[src/rtl/tm_scan_pkg.sv]
package tm_scan_pkg;

   typedef enum logic [1:0] {
      ST_IDLE   = 2'd0,
      ST_PRECHG = 2'd1,
      ST_BURST  = 2'd2,
      ST_STROBE = 2'd3
   } scan_state_e;

   function automatic int unsigned width_of(input int unsigned count);
      return (count <= 1) ? 1 : $clog2(count);
   endfunction

endpackage

[src/rtl/tm_cfg_select.sv]
module tm_cfg_select #(
   parameter int NUM_KEYS = 32,
   parameter int KEY_W    = 5,
   parameter int GAIN_W   = 4,
   parameter int DWELL_W  = 4
) (
   input  logic                         clk_i,
   input  logic                         rst_i,
   input  logic                         load_i,
   input  logic [KEY_W-1:0]             key_i,
   input  logic [NUM_KEYS*GAIN_W-1:0]   gain_flat_i,
   input  logic [NUM_KEYS*DWELL_W-1:0]  dwell_flat_i,
   output logic [GAIN_W-1:0]            gain_o,
   output logic [DWELL_W-1:0]           dwell_o
);

   logic [GAIN_W-1:0]  gain_tab  [NUM_KEYS];
   logic [DWELL_W-1:0] dwell_tab [NUM_KEYS];
   logic [GAIN_W-1:0]  gain_sel;
   logic [DWELL_W-1:0] dwell_sel;
   logic [DWELL_W-1:0] dwell_eff;

   for (genvar k = 0; k < NUM_KEYS; k++) begin : g_unpack
      assign gain_tab[k]  = gain_flat_i[k*GAIN_W +: GAIN_W];
      assign dwell_tab[k] = dwell_flat_i[k*DWELL_W +: DWELL_W];
   end

   always_comb begin
      gain_sel  = '0;
      dwell_sel = '0;
      if (32'(key_i) < NUM_KEYS) begin
         gain_sel  = gain_tab[key_i];
         dwell_sel = dwell_tab[key_i];
      end
      dwell_eff = (dwell_sel == '0) ? DWELL_W'(1) : dwell_sel;
   end

   always_ff @(posedge clk_i) begin
      if (rst_i) begin
         gain_o  <= '0;
         dwell_o <= DWELL_W'(1);
      end else if (load_i) begin
         gain_o  <= gain_sel;
         dwell_o <= dwell_eff;
      end
   end

   // the captured dwell is never zero
   a_r6_dwell_nonzero: assert property (@(posedge clk_i) disable iff (rst_i)
      dwell_o != '0);

endmodule

[src/rtl/tm_slot_timer.sv]
module tm_slot_timer #(
   parameter int SLOT_CYC        = 24,
   parameter int GAIN_W          = 4,
   parameter int PULSES_PER_GAIN = 4,
   parameter int PULSE_W         = 7,
   parameter int T_W             = 5
) (
   input  logic               clk_i,
   input  logic               rst_i,
   input  logic               clr_i,
   input  logic               run_i,
   input  logic [GAIN_W-1:0]  gain_i,
   output logic [T_W-1:0]     t_o,
   output logic               done_o
);

   localparam logic [T_W-1:0] T_LAST = T_W'(SLOT_CYC - 1);
   localparam int             LOG_PPG = (PULSES_PER_GAIN <= 1) ? 0 : $clog2(PULSES_PER_GAIN);

   logic [PULSE_W-1:0] gain_plus1;
   logic [PULSE_W-1:0] n_pulses;
   logic [PULSE_W-1:0] p_q;
   logic [T_W-1:0]     t_q;

   assign gain_plus1 = PULSE_W'(gain_i) + PULSE_W'(1);

   if ((PULSES_PER_GAIN & (PULSES_PER_GAIN - 1)) == 0) begin : g_shift
      assign n_pulses = gain_plus1 << LOG_PPG;
   end else begin : g_mult
      assign n_pulses = gain_plus1 * PULSE_W'(PULSES_PER_GAIN);
   end

   always_ff @(posedge clk_i) begin
      if (rst_i || clr_i) begin
         t_q <= '0;
         p_q <= '0;
      end else if (run_i) begin
         if (t_q == T_LAST) begin
            t_q <= '0;
            p_q <= p_q + PULSE_W'(1);
         end else begin
            t_q <= t_q + T_W'(1);
         end
      end
   end

   assign t_o    = t_q;
   assign done_o = run_i && (t_q == T_LAST) && (p_q == n_pulses - PULSE_W'(1));

   // the pulse index never runs past the burst length
   a_r4_pulse_in_range: assert property (@(posedge clk_i) disable iff (rst_i)
      run_i |-> (p_q < n_pulses));

   // the slot position stays inside the slot
   a_r7_slot_in_range: assert property (@(posedge clk_i) disable iff (rst_i)
      t_q <= T_LAST);

endmodule

[src/rtl/tm_line_decode.sv]
module tm_line_decode #(
   parameter int NUM_X     = 8,
   parameter int NUM_Y     = 4,
   parameter int X_W       = 3,
   parameter int Y_W       = 2,
   parameter int KEY_W     = 5,
   parameter int T_W       = 5,
   parameter int DWELL_W   = 4,
   parameter int SETUP_CYC = 2,
   parameter int XHIGH_CYC = 8
) (
   input  logic               clk_i,
   input  logic               rst_i,
   input  logic               prechg_i,
   input  logic               burst_i,
   input  logic               strobe_i,
   input  logic [X_W-1:0]     x_sel_i,
   input  logic [Y_W-1:0]     y_sel_i,
   input  logic [KEY_W-1:0]   key_i,
   input  logic [T_W-1:0]     t_i,
   input  logic [DWELL_W-1:0] dwell_i,
   output logic [NUM_X-1:0]   x_drive_o,
   output logic [NUM_Y-1:0]   y_gate_o,
   output logic [NUM_Y-1:0]   y_gnd_o,
   output logic               cap_reset_o,
   output logic               conv_strobe_o,
   output logic [KEY_W-1:0]   conv_key_o
);

   localparam logic [T_W:0] X_ON  = (T_W+1)'(SETUP_CYC);
   localparam logic [T_W:0] X_OFF = (T_W+1)'(SETUP_CYC + XHIGH_CYC);

   logic [T_W:0]     t_ext;
   logic [T_W:0]     y_end;
   logic             x_win;
   logic             y_win;
   logic [NUM_X-1:0] x_nxt;
   logic [NUM_Y-1:0] y_nxt;
   logic             x_any;
   logic             y_any;

   assign t_ext = {1'b0, t_i};
   assign y_end = X_ON + (T_W+1)'(dwell_i);
   assign x_win = burst_i && (t_ext >= X_ON) && (t_ext < X_OFF);
   assign y_win = burst_i && (t_ext < y_end);

   for (genvar i = 0; i < NUM_X; i++) begin : g_xline
      assign x_nxt[i] = x_win && (x_sel_i == X_W'(i));
   end

   for (genvar j = 0; j < NUM_Y; j++) begin : g_yline
      assign y_nxt[j] = y_win && (y_sel_i == Y_W'(j));
   end

   always_ff @(posedge clk_i) begin
      if (rst_i) begin
         x_drive_o     <= '0;
         y_gate_o      <= '0;
         y_gnd_o       <= '1;
         cap_reset_o   <= 1'b0;
         conv_strobe_o <= 1'b0;
         conv_key_o    <= '0;
      end else begin
         x_drive_o     <= x_nxt;
         y_gate_o      <= y_nxt;
         y_gnd_o       <= ~y_nxt;
         cap_reset_o   <= prechg_i;
         conv_strobe_o <= strobe_i;
         if (strobe_i) begin
            conv_key_o <= key_i;
         end
      end
   end

   assign x_any = |x_drive_o;
   assign y_any = |y_gate_o;

   // one X drive and one Y gate at most
   a_r3_x_onehot: assert property (@(posedge clk_i) disable iff (rst_i)
      $onehot0(x_drive_o));
   a_r3_y_onehot: assert property (@(posedge clk_i) disable iff (rst_i)
      $onehot0(y_gate_o));
   // grounding outputs mirror the gates
   a_r3_gnd_inverse: assert property (@(posedge clk_i) disable iff (rst_i)
      y_gnd_o == ~y_gate_o);
   // the gate is already open in the cycle before an X rise
   a_r5_gate_before_rise: assert property (@(posedge clk_i) disable iff (rst_i)
      $rose(x_any) |-> $past(y_any));
   // the gate stays open across the rising edge
   a_r6_gate_at_rise: assert property (@(posedge clk_i) disable iff (rst_i)
      $rose(x_any) |-> y_any);
   // capacitor reset is directly followed by the gate opening
   a_r8_reset_then_gate: assert property (@(posedge clk_i) disable iff (rst_i)
      cap_reset_o |=> (y_any && !x_any && !cap_reset_o));
   // strobe is a single cycle followed by the next capacitor reset
   a_r9_strobe_then_reset: assert property (@(posedge clk_i) disable iff (rst_i)
      conv_strobe_o |=> (cap_reset_o && !conv_strobe_o));
   // no drive activity while strobing
   a_r9_quiet_strobe: assert property (@(posedge clk_i) disable iff (rst_i)
      conv_strobe_o |-> (!x_any && !y_any));

endmodule

[src/rtl/tm_burst_scan.sv]
module tm_burst_scan #(
   parameter int NUM_X           = 8,
   parameter int NUM_Y           = 4,
   parameter int GAIN_W          = 4,
   parameter int DWELL_W         = 4,
   parameter int SETUP_CYC       = 2,
   parameter int XHIGH_CYC       = 8,
   parameter int SPACE_CYC       = 16,
   parameter int PULSES_PER_GAIN = 4
) (
   input  logic                               clk_i,
   input  logic                               rst_i,
   input  logic [NUM_X*NUM_Y*GAIN_W-1:0]      key_gain_i,
   input  logic [NUM_X*NUM_Y*DWELL_W-1:0]     key_dwell_i,
   output logic [NUM_X-1:0]                   x_drive_o,
   output logic [NUM_Y-1:0]                   y_gate_o,
   output logic [NUM_Y-1:0]                   y_gnd_o,
   output logic                               cap_reset_o,
   output logic                               conv_strobe_o,
   output logic [$clog2(NUM_X*NUM_Y)-1:0]     conv_key_o
);

   import tm_scan_pkg::*;

   localparam int NUM_KEYS  = NUM_X * NUM_Y;
   localparam int KEY_W     = $clog2(NUM_KEYS);
   localparam int X_W       = width_of(NUM_X);
   localparam int Y_W       = width_of(NUM_Y);
   localparam int SLOT_CYC  = XHIGH_CYC + SPACE_CYC;
   localparam int T_W       = width_of(SLOT_CYC);
   localparam int DWELL_MAX = (1 << DWELL_W) - 1;
   localparam int PULSE_W   = $clog2(PULSES_PER_GAIN * (1 << GAIN_W) + 1);

   if (NUM_X < 1 || NUM_Y < 1 || NUM_KEYS < 2) begin : g_chk_dims
      $error("tm_burst_scan: matrix needs at least two keys");
   end
   if (SETUP_CYC < 1 || XHIGH_CYC < 1 || SPACE_CYC < 1) begin : g_chk_times
      $error("tm_burst_scan: setup, high and space times must be positive");
   end
   if (SETUP_CYC + DWELL_MAX > SLOT_CYC) begin : g_chk_dwell
      $error("tm_burst_scan: longest gate window overruns the pulse slot");
   end
   if (PULSES_PER_GAIN < 1) begin : g_chk_ppg
      $error("tm_burst_scan: pulses per gain step must be positive");
   end

   scan_state_e        state_q;
   logic [X_W-1:0]     x_idx_q;
   logic [Y_W-1:0]     y_idx_q;
   logic [KEY_W-1:0]   key_idx;
   logic [GAIN_W-1:0]  cfg_gain;
   logic [DWELL_W-1:0] cfg_dwell;
   logic [T_W-1:0]     slot_t;
   logic               burst_done;
   logic               in_prechg;
   logic               in_burst;
   logic               in_strobe;

   assign key_idx   = KEY_W'(x_idx_q) * KEY_W'(NUM_Y) + KEY_W'(y_idx_q);
   assign in_prechg = (state_q == ST_PRECHG);
   assign in_burst  = (state_q == ST_BURST);
   assign in_strobe = (state_q == ST_STROBE);

   always_ff @(posedge clk_i) begin
      if (rst_i) begin
         state_q <= ST_IDLE;
         x_idx_q <= '0;
         y_idx_q <= '0;
      end else begin
         unique case (state_q)
            ST_IDLE:   state_q <= ST_PRECHG;
            ST_PRECHG: state_q <= ST_BURST;
            ST_BURST:  if (burst_done) state_q <= ST_STROBE;
            ST_STROBE: begin
               state_q <= ST_PRECHG;
               if (y_idx_q == Y_W'(NUM_Y - 1)) begin
                  y_idx_q <= '0;
                  x_idx_q <= (x_idx_q == X_W'(NUM_X - 1)) ? '0 : x_idx_q + X_W'(1);
               end else begin
                  y_idx_q <= y_idx_q + Y_W'(1);
               end
            end
            default:   state_q <= ST_IDLE;
         endcase
      end
   end

   tm_cfg_select #(
      .NUM_KEYS (NUM_KEYS),
      .KEY_W    (KEY_W),
      .GAIN_W   (GAIN_W),
      .DWELL_W  (DWELL_W)
   ) i_cfg (
      .clk_i        (clk_i),
      .rst_i        (rst_i),
      .load_i       (in_prechg),
      .key_i        (key_idx),
      .gain_flat_i  (key_gain_i),
      .dwell_flat_i (key_dwell_i),
      .gain_o       (cfg_gain),
      .dwell_o      (cfg_dwell)
   );

   tm_slot_timer #(
      .SLOT_CYC        (SLOT_CYC),
      .GAIN_W          (GAIN_W),
      .PULSES_PER_GAIN (PULSES_PER_GAIN),
      .PULSE_W         (PULSE_W),
      .T_W             (T_W)
   ) i_timer (
      .clk_i  (clk_i),
      .rst_i  (rst_i),
      .clr_i  (in_prechg),
      .run_i  (in_burst),
      .gain_i (cfg_gain),
      .t_o    (slot_t),
      .done_o (burst_done)
   );

   tm_line_decode #(
      .NUM_X     (NUM_X),
      .NUM_Y     (NUM_Y),
      .X_W       (X_W),
      .Y_W       (Y_W),
      .KEY_W     (KEY_W),
      .T_W       (T_W),
      .DWELL_W   (DWELL_W),
      .SETUP_CYC (SETUP_CYC),
      .XHIGH_CYC (XHIGH_CYC)
   ) i_decode (
      .clk_i         (clk_i),
      .rst_i         (rst_i),
      .prechg_i      (in_prechg),
      .burst_i       (in_burst),
      .strobe_i      (in_strobe),
      .x_sel_i       (x_idx_q),
      .y_sel_i       (y_idx_q),
      .key_i         (key_idx),
      .t_i           (slot_t),
      .dwell_i       (cfg_dwell),
      .x_drive_o     (x_drive_o),
      .y_gate_o      (y_gate_o),
      .y_gnd_o       (y_gnd_o),
      .cap_reset_o   (cap_reset_o),
      .conv_strobe_o (conv_strobe_o),
      .conv_key_o    (conv_key_o)
   );

   // each strobe advances to the next key, wrapping after the last
   a_r2_key_step: assert property (@(posedge clk_i) disable iff (rst_i)
      in_strobe |=> (key_idx == (($past(key_idx) == KEY_W'(NUM_KEYS - 1)) ?
                                 KEY_W'(0) : $past(key_idx) + KEY_W'(1))));
   // captured configuration stays frozen for the whole burst
   a_r10_cfg_frozen: assert property (@(posedge clk_i) disable iff (rst_i)
      (in_burst && $past(in_burst)) |-> ($stable(cfg_gain) && $stable(cfg_dwell)));
   // a burst is always entered from the capacitor reset state
   a_r8_burst_entry: assert property (@(posedge clk_i) disable iff (rst_i)
      $rose(in_burst) |-> $past(in_prechg));

endmodule

[config.mk]
export PLATFORM = sky130hd
export DESIGN_NAME = tm_burst_scan
export DESIGN_NICKNAME = d
export VERILOG_FILES = /design/src/rtl/tm_scan_pkg.sv /design/src/rtl/tm_cfg_select.sv /design/src/rtl/tm_slot_timer.sv /design/src/rtl/tm_line_decode.sv /design/src/rtl/tm_burst_scan.sv
export SDC_FILE = /design/constraint.sdc
export NUM_CORES = 1
export LEC_CHECK = 0
export BUFFER_PORTS_ARGS = -buffer_cell sky130_fd_sc_hd__buf_4
export CAP_MARGIN = 20
export CORE_AREA = 2 2 110 112
export CTS_CLUSTER_DIAMETER = 120
export DETAILED_ROUTE_END_ITERATION = 8
export DIE_AREA = 0 0 112 114
export PLACE_DENSITY = 0.72
export SLEW_MARGIN = 15
export SYNTH_ARGS = -nofsm -noshare
export SYNTH_HDL_FRONTEND = slang
export SYNTH_SLANG_ARGS = --single-unit
export TNS_END_PERCENT = 5
[constraint.sdc]
create_clock -name clk_i -period 3.05 [get_ports clk_i]
set_clock_uncertainty 0.2 [all_clocks]
set_input_delay 0.1525 -clock clk_i [delete_from_list [all_inputs] [get_ports clk_i]]
set_output_delay 0.1525 -clock clk_i [all_outputs]
set_load 0.02 [all_outputs]
==> impl_metrics.toml <==
[power]
p_per_area_nw_per_um2 = 366
swShare_pct = 31.1
clock_power_share_pct = 21.6
power_leakage_nw = 2.91
p_switching_uw = 756
peakVddDrop_v = 0.000232
p_int_mw = 1.68
pwr-share-seq_pct = 33.1
combPwrFrac_pct = 45.3

[worst_setup_path]
worstSetupStartpointType = "flop"
crit_end = "i_cfg.dwell_o[0]"
r2r_cells = 6
worstSetupPathType = "reg2reg"
cp_slowest_cell = "dfxtp_4"
r2r-end = "i_cfg.dwell_o[0]"
critPathArrivalTime_ns = 2.53
cp_data_required_time_ns = 3.04
reg2reg_slack_ns = 0.51
cp_max_fo = 22
crit_chain = "mux4_2 -> mux2_2 -> a211oi_1 -> o21ai_1 -> and3_1 -> a41o_1"
endpoint_kind = "flop"
crit_path_start = "y_idx_q[0]"
timing.rr.start = "y_idx_q[0]"
slowest_delay_ns = 0.61

[die]
fp.dieW_um = 112
die-area_um2 = 12800
rows = 40
coreArea_um2 = 11700
ios = 281
die_height_um = 114
initial_utilization_pct = 36.5

[sta]
tightest_slew_ns = 0.745
report.final.slew_viol_count = 0
hold_viol_final = 0
relSlewSlack_pct = 50.2
period_minus_slack_ns = 2.54
clock.fmax_mhz = 394
setup_violations = 0
tns_ns = 0
fin_ws_ns = 0.510
whs_ns = 0.0234
period_share_pct = 83.3
rsz0062_at_grt = "false"

[place]
hpwlAfterDp_mm = 13.7
io_buffers = 280
gp_congestion = 0.928
preCtsSetupSlack_ns = 0.476

[synth]
synth_edf_count = 0
synth_cell_types = 50
synthTopCellsByCount = "52 x mux4_2, 50 x dfxtp_1, 48 x mux2i_1"
yosysTopAreaCell = "mux4_2"
synth_top_cells_by_area = "mux4_2 27%, dfxtp_1 23%, mux2i_1 11%"
avgSynthCellArea_um2 = 10.6
ys.warnings.count = 0
ys.flop_type = "dfxtp_1"
syn-num-nets = 685
netlist_area_um2 = 4280
synth_most_common_cell = "mux4_2"
ys_ff_latch = 50
syn_inst = 405
synth_top_area_share_pct = 27.4
synth-async-reset-ratio_pct = 0
ys_seq_area_share_pct = 23.4

[grt]
gr-total-overflow = 0
grt_first_pass_wirelength_mm = 23.8
grt_pass1_vias = 4677
grt.total_usage_pct = 24.0
antenna_found_initial = 3
grt_max_degree = 29

[layout]
nFillCells = 1026
layout.nets = 953
synthToLayoutAreaGrowth_pct = 55.4
drive_above_1_share_pct = 53.2
regArea_um2 = 1010
multi_input_area_um2 = 3060

[clock_tree]
ctsResizeCount = 0
root_buffer = "clkbuf_16"
clkTransAtPathRegs_ns = 0.07
cts-buffers-inserted = 5
cts_setup_buffers = 0
cts_tree = "built"
cts_hold_buf = 0
htreeDepth = 2
clock-sinks = 50
insertion_delay_ns = 0.29
cts_buffer_depth = 2

[route]
wl_per_cell_um = 19.6
wirelength_mm = 16.1
dr.first_iter.drc_count = 290
vias = 4365
dr.pass1.iters = 4
via_per_inst = 5.30
route.detailed.drc = 0
ant_nets = 0

[flow_run]
cap_violations = 0

[status]
status = "finished, final reports clean"

[worst_hold_path]
hp-class = "in2reg"
==> logic make-up (layout without fill, tap and decap cells) <==
| kind of cell | after synthesis | after routing | share of synthesized area, % |
|---|---|---|---|
| AND/OR/NAND/NOR | 119 | 119 | 13.5 |
| buffers and inverters | 41 | 309 | 5.06 |
| XOR/XNOR | 14 | 14 | 2.87 |
| flip-flops | 50 | 50 | 23.4 |
| adder cells (fa/ha/maj) | 22 | 22 | 6.44 |
| other | 0 | 3 | 0 |
| AO/OA/AOI/OAI | 56 | 56 | 9.34 |
| multiplexers | 103 | 103 | 39.4 |
==> sequential cells by signal (all words and copies together), names as in the netlist, 2 cells and up <==
signal,count
i_cfg.dwell_o,4
i_cfg.gain_o,4
i_decode.conv_key_o,5
i_decode.x_drive_o,8
i_decode.y_gate_o,4
i_decode.y_gnd_o,4
i_timer.p_q,7
i_timer.t_o,5
state_q,2
x_idx_q,3
y_idx_q,2
==> power groups by stage <==
| stage | combinational (mW) | sequential, mW | clock (mW) |
|---|---|---|---|
| floorplan | 0.736 | 0.785 | 0 |
| global placement | 1.07 | 0.815 | 0 |
| detailed placement | 1.11 | 0.821 | 0 |
| CTS | 1.11 | 0.806 | 0.532 |
| global route | 1.20 | 0.818 | 0.556 |
| finish | 1.10 | 0.806 | 0.525 |
==> worst max-delay path: cells and delay by family (launching register included) <==
kind / cells / cell delay [ns]
AO/OA/AOI/OAI: 3 / 0.59
flip-flops: 1 / 0.61
AND/OR/NAND/NOR: 1 / 0.20
multiplexers: 2 / 0.84
==> metrics by stage <==
step | instances | util, % | total power [mW] | area [um2]
after floorplan | 405 | - | 1.52 | 4280
after global placement | 813 | 55.5 | 1.88 | 6500
after detailed placement | 813 | 55.5 | 1.93 | 6500
after CTS | 820 | 56.7 | 2.45 | 6640
after global routing | 823 | 56.7 | 2.57 | 6640
final | 823 | 56.7 | 2.43 | 6640
==> cell usage in the layout (no fill, tap or decap), drive strengths merged, types with 6 or more instances in the layout <==
cell,count
buf,292
and2,11
dfxtp,50
nor2,33
mux4,52
a22oi,13
inv,9
clkbuf,7
o21ai,6
nand4,6
a211oi,8
and3,7
nand2,32
mux2i,48
ha,22
nand3,8
xnor2,6
xor2,8
a21oi,11
nor3,6
==> worst min-delay path by stage <==
stage                    startpoint  cells after the start                      to
floorplan                     rst_i                      2     i_decode.y_gnd_o[0]
global placement    i_cfg.gain_o[3]                      2         i_cfg.gain_o[3]
detailed placement  i_cfg.gain_o[3]                      2         i_cfg.gain_o[3]
CTS                           rst_i                      2              y_idx_q[1]
global route                  rst_i                      2  i_decode.conv_key_o[1]
finish                        rst_i                      2  i_decode.conv_key_o[1]
==> layer usage <==
| metal | GRT usage [%] | part of all wire, % | vias to the layer above |
|---|---|---|---|
| met1 | 27.7 | 37 | 2056 |
| met5 | 0 | 0 | - |
| li1 | - | - | 2082 |
| met3 | 5.10 | 7.5 | 27 |
| met2 | 43.7 | 53 | 200 |
| met4 | 9.11 | 2.4 | 0 |
==> area by class of cell <==
class / instances / area share, %
multi-input cells: 314 / 46.0
repair buffers: 292 / 33.4
flip-flops and latches: 50 / 15.1
well taps: 147 / 2.77
clock buffers: 7 / 2.00
inverters: 10 / 0.565
diodes: 3 / 0.113
Power figures use the tool's default switching activity.
